--- config.mk ---
export PLATFORM = sky130hd
export DESIGN_NAME = link_pulse_wdog
export DESIGN_NICKNAME = d
export VERILOG_FILES = /design/src/rtl/lpw_pkg.sv /design/src/rtl/lpw_prescale.sv /design/src/rtl/lpw_period.sv /design/src/rtl/lpw_shaper.sv /design/src/rtl/link_pulse_wdog.sv
export SDC_FILE = /design/constraint.sdc
export NUM_CORES = 1
export LEC_CHECK = 0
export BUFFER_PORTS_ARGS = -buffer_cell sky130_fd_sc_hd__buf_2
export CAP_MARGIN = 20
export CORE_UTILIZATION = 60
export DETAILED_ROUTE_END_ITERATION = 8
export PLACE_DENSITY = 0.86
export SLEW_MARGIN = 20
export SYNTH_ARGS = -nofsm -noshare
export SYNTH_HDL_FRONTEND = slang
export SYNTH_SLANG_ARGS = --single-unit
--- constraint.sdc ---
create_clock -name clk_i -period 2.6 [get_ports clk_i]
set_input_delay 0.26 -clock clk_i [delete_from_list [all_inputs] [get_ports clk_i]]
set_output_delay 0.26 -clock clk_i [all_outputs]
set_load 0.05 [all_outputs]
--- src/rtl/lpw_pkg.sv ---
`timescale 1ns/1ps
package lpw_pkg;
  typedef enum logic [1:0] {
    ST_IDLE  = 2'd0,
    ST_LEAD  = 2'd1,
    ST_DRIVE = 2'd2,
    ST_TAIL  = 2'd3
  } shaper_state_e;
endpackage

--- src/rtl/lpw_prescale.sv ---
`timescale 1ns/1ps
module lpw_prescale #(
  parameter int unsigned DIV = 64
) (
  input  logic clk_i,
  input  logic rst_ni,
  input  logic clear_i,
  output logic tick_o
);
  generate
    if (DIV <= 1) begin : g_bypass
      assign tick_o = ~clear_i;
    end else begin : g_count
      localparam int unsigned CW = $clog2(DIV);
      localparam logic [CW-1:0] LAST = CW'(DIV - 1);
      logic [CW-1:0] cnt_q;

      always_ff @(posedge clk_i or negedge rst_ni) begin
        if (!rst_ni)            cnt_q <= '0;
        else if (clear_i)       cnt_q <= '0;
        else if (cnt_q == LAST) cnt_q <= '0;
        else                    cnt_q <= cnt_q + 1'b1;
      end

      assign tick_o = ~clear_i & (cnt_q == LAST);
    end
  endgenerate
endmodule

--- src/rtl/lpw_period.sv ---
`timescale 1ns/1ps
module lpw_period #(
  parameter int unsigned WRAP = 60000
) (
  input  logic clk_i,
  input  logic rst_ni,
  input  logic clear_i,
  input  logic step_i,
  output logic wrap_o
);
  localparam int unsigned CW = $clog2(WRAP + 1);
  localparam logic [CW-1:0] LAST = CW'(WRAP - 1);

  logic [CW-1:0] cnt_q;
  logic          at_last;

  assign at_last = (cnt_q == LAST);

  always_ff @(posedge clk_i or negedge rst_ni) begin
    if (!rst_ni)       cnt_q <= '0;
    else if (clear_i)  cnt_q <= '0;
    else if (step_i)   cnt_q <= at_last ? '0 : cnt_q + 1'b1;
  end

  assign wrap_o = step_i & at_last & ~clear_i;
endmodule

--- src/rtl/lpw_shaper.sv ---
`timescale 1ns/1ps
module lpw_shaper
  import lpw_pkg::*;
#(
  parameter int unsigned WIDTH = 24
) (
  input  logic clk_i,
  input  logic rst_ni,
  input  logic fire_i,
  output logic busy_o,
  output logic drive_o
);
  localparam int unsigned CW = $clog2(WIDTH + 1);
  localparam logic [CW-1:0] LAST = CW'(WIDTH - 1);

  shaper_state_e state_q, state_d;
  logic [CW-1:0] cnt_q, cnt_d;

  always_comb begin
    state_d = state_q;
    cnt_d   = cnt_q;
    unique case (state_q)
      ST_IDLE:  if (fire_i) state_d = ST_LEAD;
      ST_LEAD:  begin state_d = ST_DRIVE; cnt_d = '0; end
      ST_DRIVE: begin
        if (cnt_q == LAST) state_d = ST_TAIL;
        else               cnt_d = cnt_q + 1'b1;
      end
      ST_TAIL:  state_d = ST_IDLE;
      default:  state_d = ST_IDLE;
    endcase
  end

  always_ff @(posedge clk_i or negedge rst_ni) begin
    if (!rst_ni) begin
      state_q <= ST_IDLE;
      cnt_q   <= '0;
    end else begin
      state_q <= state_d;
      cnt_q   <= cnt_d;
    end
  end

  assign busy_o  = (state_q != ST_IDLE);
  assign drive_o = (state_q == ST_DRIVE);
endmodule

--- src/rtl/link_pulse_wdog.sv ---
`timescale 1ns/1ps
module link_pulse_wdog #(
  parameter int unsigned PRESCALE     = 64,
  parameter int unsigned WRAP_COUNT   = 60000,
  parameter int unsigned PULSE_CYCLES = 24
) (
  input  logic clk_i,
  input  logic rst_ni,
  input  logic hold_i,
  output logic busy_o,
  output logic tx_p_o,
  output logic tx_n_o
);
  logic tick, wrap, fire, drive;

  lpw_prescale #(.DIV(PRESCALE)) u_prescale (
    .clk_i(clk_i), .rst_ni(rst_ni), .clear_i(hold_i), .tick_o(tick)
  );

  lpw_period #(.WRAP(WRAP_COUNT)) u_period (
    .clk_i(clk_i), .rst_ni(rst_ni), .clear_i(hold_i), .step_i(tick), .wrap_o(wrap)
  );

  // a wrap is dropped, not deferred, while the frame controller holds
  assign fire = wrap & ~hold_i;

  lpw_shaper #(.WIDTH(PULSE_CYCLES)) u_shaper (
    .clk_i(clk_i), .rst_ni(rst_ni), .fire_i(fire), .busy_o(busy_o), .drive_o(drive)
  );

  assign tx_p_o = drive;
  assign tx_n_o = 1'b0;
endmodule

Word level (Yosys, flattened, before mapping)
Index checks and enable logic that the tools add are counted.
- input port bits: 3
- output and inout bits: 3
- register bits after elaboration: 29
- equality and inequality tests: 9
- bitwise operators: 5
- muxes and demuxes: 10
- $add $sub $neg: 3
- reductions and logical operators: 6
- operators with widths (kind ; count):
    $mux W16 ; 3
    $add A16 B1 Y16 const B ; 1
    $eq A16 B16 Y1 const B ; 1
    $mux W6 ; 2
    $pmux W5 S2 ; 1
    $pmux W2 S4 ; 1
    $add A6 B1 Y6 const B ; 1
    $eq A6 B6 Y1 const B ; 1
    $reduce_bool A2 Y1 ; 3
    $add A5 B1 Y5 const B ; 1
    $eq A5 B5 Y1 const B ; 1
    $mux W5 ; 1
    $and A1 B1 Y1 ; 4
    $eq A2 B2 Y1 const B ; 2
    $mux W2 ; 2
    $ne A2 B2 Y1 const B ; 2
    $reduce_and A2 Y1 ; 2
    $eq A2 B1 Y1 const B ; 1
    $logic_not A2 Y1 ; 1
    $ne A2 B1 Y1 const B ; 1
    $not A1 Y1 ; 1

Longest topological paths before layout
Gate-level depths: netlist of the first run.
- depth in word-level cells: 7
- depth in mapped cells: 7

Cells and area by module
From an unflattened synthesis of the first run, not the netlist that was laid out.
- cell total of the unflattened synthesis: 158
- area total of the unflattened synthesis: 1619.1 µm²
- by module, submodules not included (module ; cells each ; times used ; area each (µm²)):
    lpw_period ; 88 ; 1 ; 888.4
    lpw_shaper ; 41 ; 1 ; 434.2
    lpw_prescale ; 26 ; 1 ; 271.5
    link_pulse_wdog ; 3 ; 1 ; 25.0

Worst setup path after synthesis of the first run
Ideal clock, no wire load.
- path kind: reg-to-reg
- start: reg u_period.cnt_q[12]
- end: reg u_period.cnt_q[1]
- stages on the path, launching flop included: 6
- library setup time: 122 ps
- slack: 488 ps
- data arrival time: 1990 ps
- path buffers: 2
- period minus slack after synthesis: 2112 ps
- path through: dfrtp_1 or4b_4 or4_4 buf_6 buf_8 a32o_1
- word-level cells in the longest chain between the ends: 4
- RTL lines (element ; RTL line ; text):
    start, declared ; lpw_period.sv:14 ; logic [CW-1:0] cnt_q;
    start signal, assigned ; lpw_period.sv:22 ; else if (step_i) cnt_q <= at_last ? '0 : cnt_q + 1'b1;
    $eq A16 B16 Y1 ; lpw_period.sv:17 ; assign at_last = (cnt_q == LAST);
    $mux W16 (2 in a row) ; lpw_period.sv:22 ;
    $mux W16 ; lpw_period.sv:21 ; else if (clear_i) cnt_q <= '0;
Every way passes these cells. The select of a mux whose other input is x is not followed.
A chain may end at the register's enable or synchronous reset.

Final worst setup path of the first run
- start: reg u_period.cnt_q[12]
- end: reg u_period.cnt_q[13]
- word-level cells in the longest chain between the ends: 4
- elaborated cells on any way between the ends: 5
- classes of those cells: add/sub: 1; eq/ne: 1; mux: 3
- RTL lines (element ; RTL line):
    $add A16 B1 Y16 or $eq A16 B16 Y1 (tied branches) ; lpw_period.sv:22, lpw_period.sv:17
    $mux W16 (*) (2 in a row) ; lpw_period.sv:22
    $mux W16 (*) ; lpw_period.sv:21
Mark *: on every way between the ends. The rest lies on a longest branch, timed or not. The select of a mux whose other input is x is not followed.

==> results of run 1 <==
cells in the mapped netlist (4+ instances only):
master | instances | area (um^2)
a31oi_1 | 14 | 87.6
clkbuf_1 | 4 | 15.0
dfrtp_1 | 29 | 726
ha_1 | 6 | 75.1
inv_1 | 5 | 18.8
nand2_1 | 14 | 52.6
nand3_1 | 15 | 75.1
nand4_1 | 8 | 50.1
nor2_1 | 13 | 48.8
nor4_1 | 4 | 25.0
o21ai_0 | 4 | 20.0
o311a_1 | 4 | 40.0
or3_1 | 5 | 31.3
xor2_1 | 4 | 35.0
state kept, by name (all words and copies together), names as in the netlist:
register and flops:
u_period.cnt_q 16, u_prescale.g_count.cnt_q 6, u_shaper.cnt_q 5, u_shaper.state_q 2
worst max-delay path, cell delays in order (launching register included):
cell and delay, ps:
dfrtp_1 450, or4b_4 580, or4_4 670, nand2_1 180, o311ai_1 120
cells by family (layout without fill, tap and decap cells):
| logic type | count (synthesis) | count (layout) | share of synthesized area (%) |
|---|---|---|---|
| and+or+nand+nor | 80 | 80 | 26.8 |
| AOI/OAI and AO/OA | 37 | 37 | 15.9 |
| DFF | 29 | 29 | 43.9 |
| buffers and inverters | 13 | 21 | 4.39 |
| xor gates and xnor gates | 7 | 7 | 3.71 |
| adders and majority gates | 6 | 6 | 4.54 |
| other | 1 | 1 | 0.227 |
| muxes | 1 | 1 | 0.605 |
report_power, final:
part / total, mW / leakage, nW / switching (mW) / internal [mW]
clock network: 0.315 / 0.0413 / 0.158 / 0.156
registers: 0.458 / 0.403 / 0.00330 / 0.454
logic: 0.0305 / 0.284 / 0.0216 / 0.00888
worst min-delay path by stage:
stage          startpoint                     endpoint  slack [ps]  cells after the start
2_1_floorplan      rst_ni            u_period.cnt_q[0]         -40                      0
3_3_place_gp       rst_ni  u_prescale.g_count.cnt_q[2]         310                      1
3_5_place_dp       rst_ni  u_prescale.g_count.cnt_q[2]         320                      1
4_1_cts            hold_i  u_prescale.g_count.cnt_q[2]         140                      2
5_1_grt            hold_i  u_prescale.g_count.cnt_q[2]         160                      2
6_report           hold_i  u_prescale.g_count.cnt_q[2]         150                      2
per-stage QoR:
stage / utilization, % / power, mW / setup slack (ps)
2_1_floorplan: - / 0.482 / 488
3_3_place_gp: 66.0 / 0.495 / 542
3_5_place_dp: 66.0 / 0.496 / 490
4_1_cts: 69.2 / 0.811 / 492
5_1_grt: 69.2 / 0.828 / 344
6_report: 69.2 / 0.803 / 478
metal layers:
| metal | up-vias | global-route usage, % |
|---|---|---|
| li1 | 673 | - |
| met1 | 658 | 31.6 |
| met2 | 69 | 44.1 |
| met3 | 5 | 8.61 |
| met4 | 0 | 16.2 |
| met5 | - | 0 |
layout make-up:
class                           instances  area share, %
Sequential cell                        29           41.2
Multi-Input combinational cell        132           48.6
Tap cell                               30           2.13
Timing Repair Buffer                    8           2.99
Inverter                                5           1.07
Clock buffer                            7           3.70
Clock inverter                          1          0.284
==> results_dict.tcl, run 1 <==
set metrics [dict create \
    die_h_um 54.5 \
    antennaDiodeCount 0 \
    syn_area_per_cell_um2 9.51 \
    setup_viol 0 \
    end_kind "flop" \
    relSlewSlack_pct 57.9 \
    synthArstFlopShare_pct 100 \
    synth_edf_count 0 \
    drive_gt1_share_pct 11.5 \
    cts_tree "yes" \
    grt_pass1_wl_um 5540 \
    ios 6 \
    finalHoldViolCount 0 \
    endpoint "u_period.cnt_q[13]" \
    syn_inst 174 \
    drtIter0Drc 75 \
    cap_violations 0 \
    routed-wl-met2_um 1600 \
    crit_type "reg2reg" \
    gp_congestion 0.925 \
    multi_input_area_um2 856 \
    portBuffers 4 \
    chipWidth_um 54.5 \
    post_dp_cell_area_um2 1680 \
    r2r.worst_path.cells 4 \
    cts_sinks 29 \
    final_common_cell "dfrtp_1" \
    rows 18 \
    start_util_pct 65.0 \
    clockBufferDepth 2 \
    fillers 191 \
    cts_hold_buf 1 \
    status "completed" \
    hpwl_um 2360 \
    yosys_warnings 0 \
    nets 190 \
    grt_max_degree 30 \
    grt_overflow 0 \
    syn-num-nets 183 \
    p_leak_nw 0.728 \
    postCtsSetupBuffers 0 \
    period_needed_ps 2120 \
    area_growth_pct 6.43 \
    holdWs_ps 155 \
    finalSetupTns_ps 0 \
    worstPathMaxFanout 15 \
    routed_wirelength_um 3430 \
    finalClockSkew_ps 9.21 \
    r2r_start "u_period.cnt_q[12]" \
    dp.cells 203 \
    grt_antenna_before_repair 0 \
    track_usage_pct 27.3 \
    max_freq_ghz 0.471 \
    p_per_area_nw_per_um2 456 \
    core_area_um2 2540 \
    dr_wl_met3_um 243 \
    synth_flop_cell "dfrtp_1" \
    wirelength_met1_um 1520 \
    worst-endpoint-required_ps 2810 \
    ant_nets 0 \
    rsz0062_at_grt "false" \
    yosys_register_bits 29 \
    wl_per_cell_um 16.2 \
    root_buffer "clkbuf_4" \
    vdd_ir_drop_max_mv 0.456 \
    drtPass1Iterations 5 \
    post-route-cell-area_um2 1760 \
    clk_pin_slew_ps 90 \
    period_share_pct 81.6 \
    cts_buffers 5 \
    top_layer "met4" \
    synth-seq-area-share_pct 43.9 \
    seq_area_um2 726 \
    num_vias 1405 \
    clk_latency_ps 340 \
    reg2reg_to "u_period.cnt_q[13]" \
    ys_types 45 \
    cts_resized 0 \
    drv_slew 0 \
    arrival_ps 2340 \
    reg2reg_slack_ps 480 \
    drc_errors 0 \
    grt_pass1_vias 1319 \
    vias_per_cell 6.63 \
    hold_path.class "in2reg" \
    cp-startpoint "u_period.cnt_q[12]" \
    h-tree-depth 2 \
    final_cell_mix "29 x dfrtp_1, 15 x nand3_1, 14 x nand2_1, 14 x a31oi_1, 13 x nor2_1" \
    critical_path.startpoint_type "flop" \
    syn-cell-area_um2 1650 \
    worst_slew_pin_slew_ps 632 \
    finalNonFillerCells 212 \
    dieArea_um2 2970 \
]
Power figures use the tool's default switching activity.
==> inputs of run 2 (changes only) <==
--- a/config.mk
+++ b/config.mk
@@ -7,9 +7,9 @@
 export LEC_CHECK = 0
 export BUFFER_PORTS_ARGS = -buffer_cell sky130_fd_sc_hd__buf_2
 export CAP_MARGIN = 20
-export CORE_UTILIZATION = 60
+export CORE_UTILIZATION = 55
 export DETAILED_ROUTE_END_ITERATION = 8
-export PLACE_DENSITY = 0.86
+export PLACE_DENSITY = 0.83
 export SLEW_MARGIN = 20
 export SYNTH_ARGS = -nofsm -noshare
 export SYNTH_HDL_FRONTEND = slang
==> constraint.sdc (replaced) <==
create_clock -name clk_i -period 1.8 [get_ports clk_i]
set_input_delay 0.18 -clock clk_i [delete_from_list [all_inputs] [get_ports clk_i]]
set_output_delay 0.18 -clock clk_i [all_outputs]
set_load 0.05 [all_outputs]
==> run 2 against run 1 <==
  * The run now ends with design-rule violations, negative setup slack left
  * Via count grew 10%
  * Critical path type unchanged
  * Global-route usage shrank 1.0 points
  * Critical path depth grew 2
  * Sequential power grew 44%
  * Cell count grew 9.9%
  * Setup slack lost 670 ps
  * Worst hold slack lost 73 ps
  * Combinational power grew 50%
  * Wire length grew 15%
  * Cell area grew 11%
  * Largest power group unchanged
  * Core utilization grew 0.32 points
  * Register-to-register slack lost 670 ps
==> results_dict.tcl, run 2 (synthesis results as in run 1) <==
set metrics [dict create \
    grt_overflow 0 \
    clk_latency_ps 330 \
    cts_sinks 29 \
    cts_buffers 5 \
    relSlewSlack_pct 56.4 \
    rsz0062_at_grt "true" \
    routed-wl-met2_um 1880 \
    worstPathMaxFanout 9 \
    violations "design-rule violations, negative setup slack" \
    worst-endpoint-required_ps 2020 \
    portBuffers 4 \
    core_area_um2 2810 \
    p_leak_nw 0.844 \
    grt_max_degree 30 \
    finalClockSkew_ps 1.85 \
    finalHoldViolCount 0 \
    setup_viol 17 \
    gp_congestion 0.858 \
    p_per_area_nw_per_um2 564 \
    final_cell_mix "29 x dfrtp_1, 22 x buf_4, 15 x nand3_1" \
    clockBufferDepth 2 \
    reg2reg_slack_ps -190 \
    critical_path.startpoint_type "flop" \
    final_common_cell "dfrtp_1" \
    antennaDiodeCount 0 \
    wl_per_cell_um 16.8 \
    h-tree-depth 2 \
    largest_reg_flops 16 \
    drtPass1Iterations 6 \
    track_usage_pct 26.3 \
    rows 19 \
    worstPathCellList "or4b_4 > buf_4 > nor4_2 > buf_4 > o311a_2 > nor2_2" \
    drv_slew 0 \
    top_layer "met4" \
    cp_common_cell "buf_4" \
    max_freq_ghz 0.503 \
    cts_tree "yes" \
    cp_slowest_stage_delay_ps 570 \
    area_growth_pct 17.9 \
    dieArea_um2 3230 \
    ios 6 \
    hold_path.class "in2reg" \
    period_share_pct 110 \
    drtIter0Drc 127 \
    clk_pin_slew_ps 100 \
    die_h_um 56.8 \
    regMostFlops "u_period.cnt_q" \
    worst_slack_ps -189 \
    slowest_stage "or4b_4" \
    fillers 212 \
    end_kind "flop" \
    nets 210 \
    ant_nets 0 \
    cap_violations 0 \
    vdd_ir_drop_max_mv 0.364 \
    root_buffer "clkbuf_4" \
    crit_type "reg2reg" \
    status "complete, but fails checks" \
    place_ws_ps -199 \
    worst_slew_pin_slew_ps 654 \
    period_needed_ps 1990 \
    finalSetupTns_ps -2180 \
    hpwl_um 2590 \
    wirelength_met1_um 1660 \
    grt_pass1_vias 1436 \
    drc_errors 2 \
    start_util_pct 59.0 \
    arrival_ps 2210 \
    drive_gt1_share_pct 23.3 \
    dr_wl_met3_um 257 \
    grt_pass1_wl_um 6510 \
    vias_per_cell 6.63 \
    routed_wirelength_um 3920 \
    top_regs "u_period.cnt_q: 16 flops, u_prescale.g_count.cnt_q: 6 flops, u_shaper.cnt_q: 5 flops" \
    chipWidth_um 56.8 \
    num_vias 1545 \
    grt_antenna_before_repair 0 \
]
## run 2: cell count changes in the layout (fill, tap and decap cells not counted), sizes merged
cell	previous run	this run
buf	7	26
clkbuf	7	5
clkinv	1	2
clkinvlp	0	1
or4	3	4
## run 2: path summary, 6_finish.rpt
path | start | to | depth (start not counted)
setup / recovery | u_period.cnt_q[10] | u_period.cnt_q[12] | 6
hold / removal | hold_i | u_prescale.g_count.cnt_q[2] | 2
setup reg to reg | u_period.cnt_q[10] | u_period.cnt_q[12] | 6
hold reg to reg | u_prescale.g_count.cnt_q[0] | u_prescale.g_count.cnt_q[0] | 1
max in group asynchronous | rst_ni | u_period.cnt_q[5] | 2
min in group asynchronous | rst_ni | u_shaper.cnt_q[4] | 2
## run 2: cell type report
cell class	count	area, um^2	area share [%]
multi-input cells	133	916	47.0
flip-flops and latches	29	726	37.2
repair buffers	27	195	10.0
clock inverters	3	17.5	0.899
well taps	31	38.8	1.99
inverters	5	18.8	0.963
clock buffers	5	37.5	1.93
## run 2: through the flow
stage               power [mW]  area, um^2  hold WS, ps  cells  util (%)
CTS                       1.11        1930         67.8    233      68.9
global route              1.13        1950         80.3    233      69.5
floorplan                0.696        1650         -116    174         -
global placement         0.716        1820          228    223      65.0
detailed placement       0.718        1820          246    223      65.0
finish                    1.10        1950         81.5    233      69.5
## run 2: critical path: cells and delay by family, from the launching register on
kind | cells | cell delay, ps
and+or+nand+nor | 3 | 880
DFF | 1 | 400
buffers and inverters | 2 | 380
AOI/OAI and AO/OA | 1 | 220
## run 2: timing repair
item                       CTS  global route
hold buffers                 1             0
gates resized for setup      6             3
gates cloned                 1             0
pin swaps                    7             4
setup buffers                0             0
setup endpoints to repair   17            18
hold endpoints to repair    29             0
## run 2: routing by layer
metal	global-route usage (%)	up-vias
met4	10.8	0
met5	0	-
met3	5.76	11
li1	-	715
met1	33.4	748
met2	43.5	71
## run 2: where the power goes
| group | internal, mW | total (mW) | switching (mW) | leakage [nW] |
|---|---|---|---|---|
| sequential | 0.656 | 0.661 | 0.00444 | 0.403 |
| combinational | 0.0140 | 0.0458 | 0.0318 | 0.410 |
| clock | 0.147 | 0.392 | 0.245 | 0.0310 |
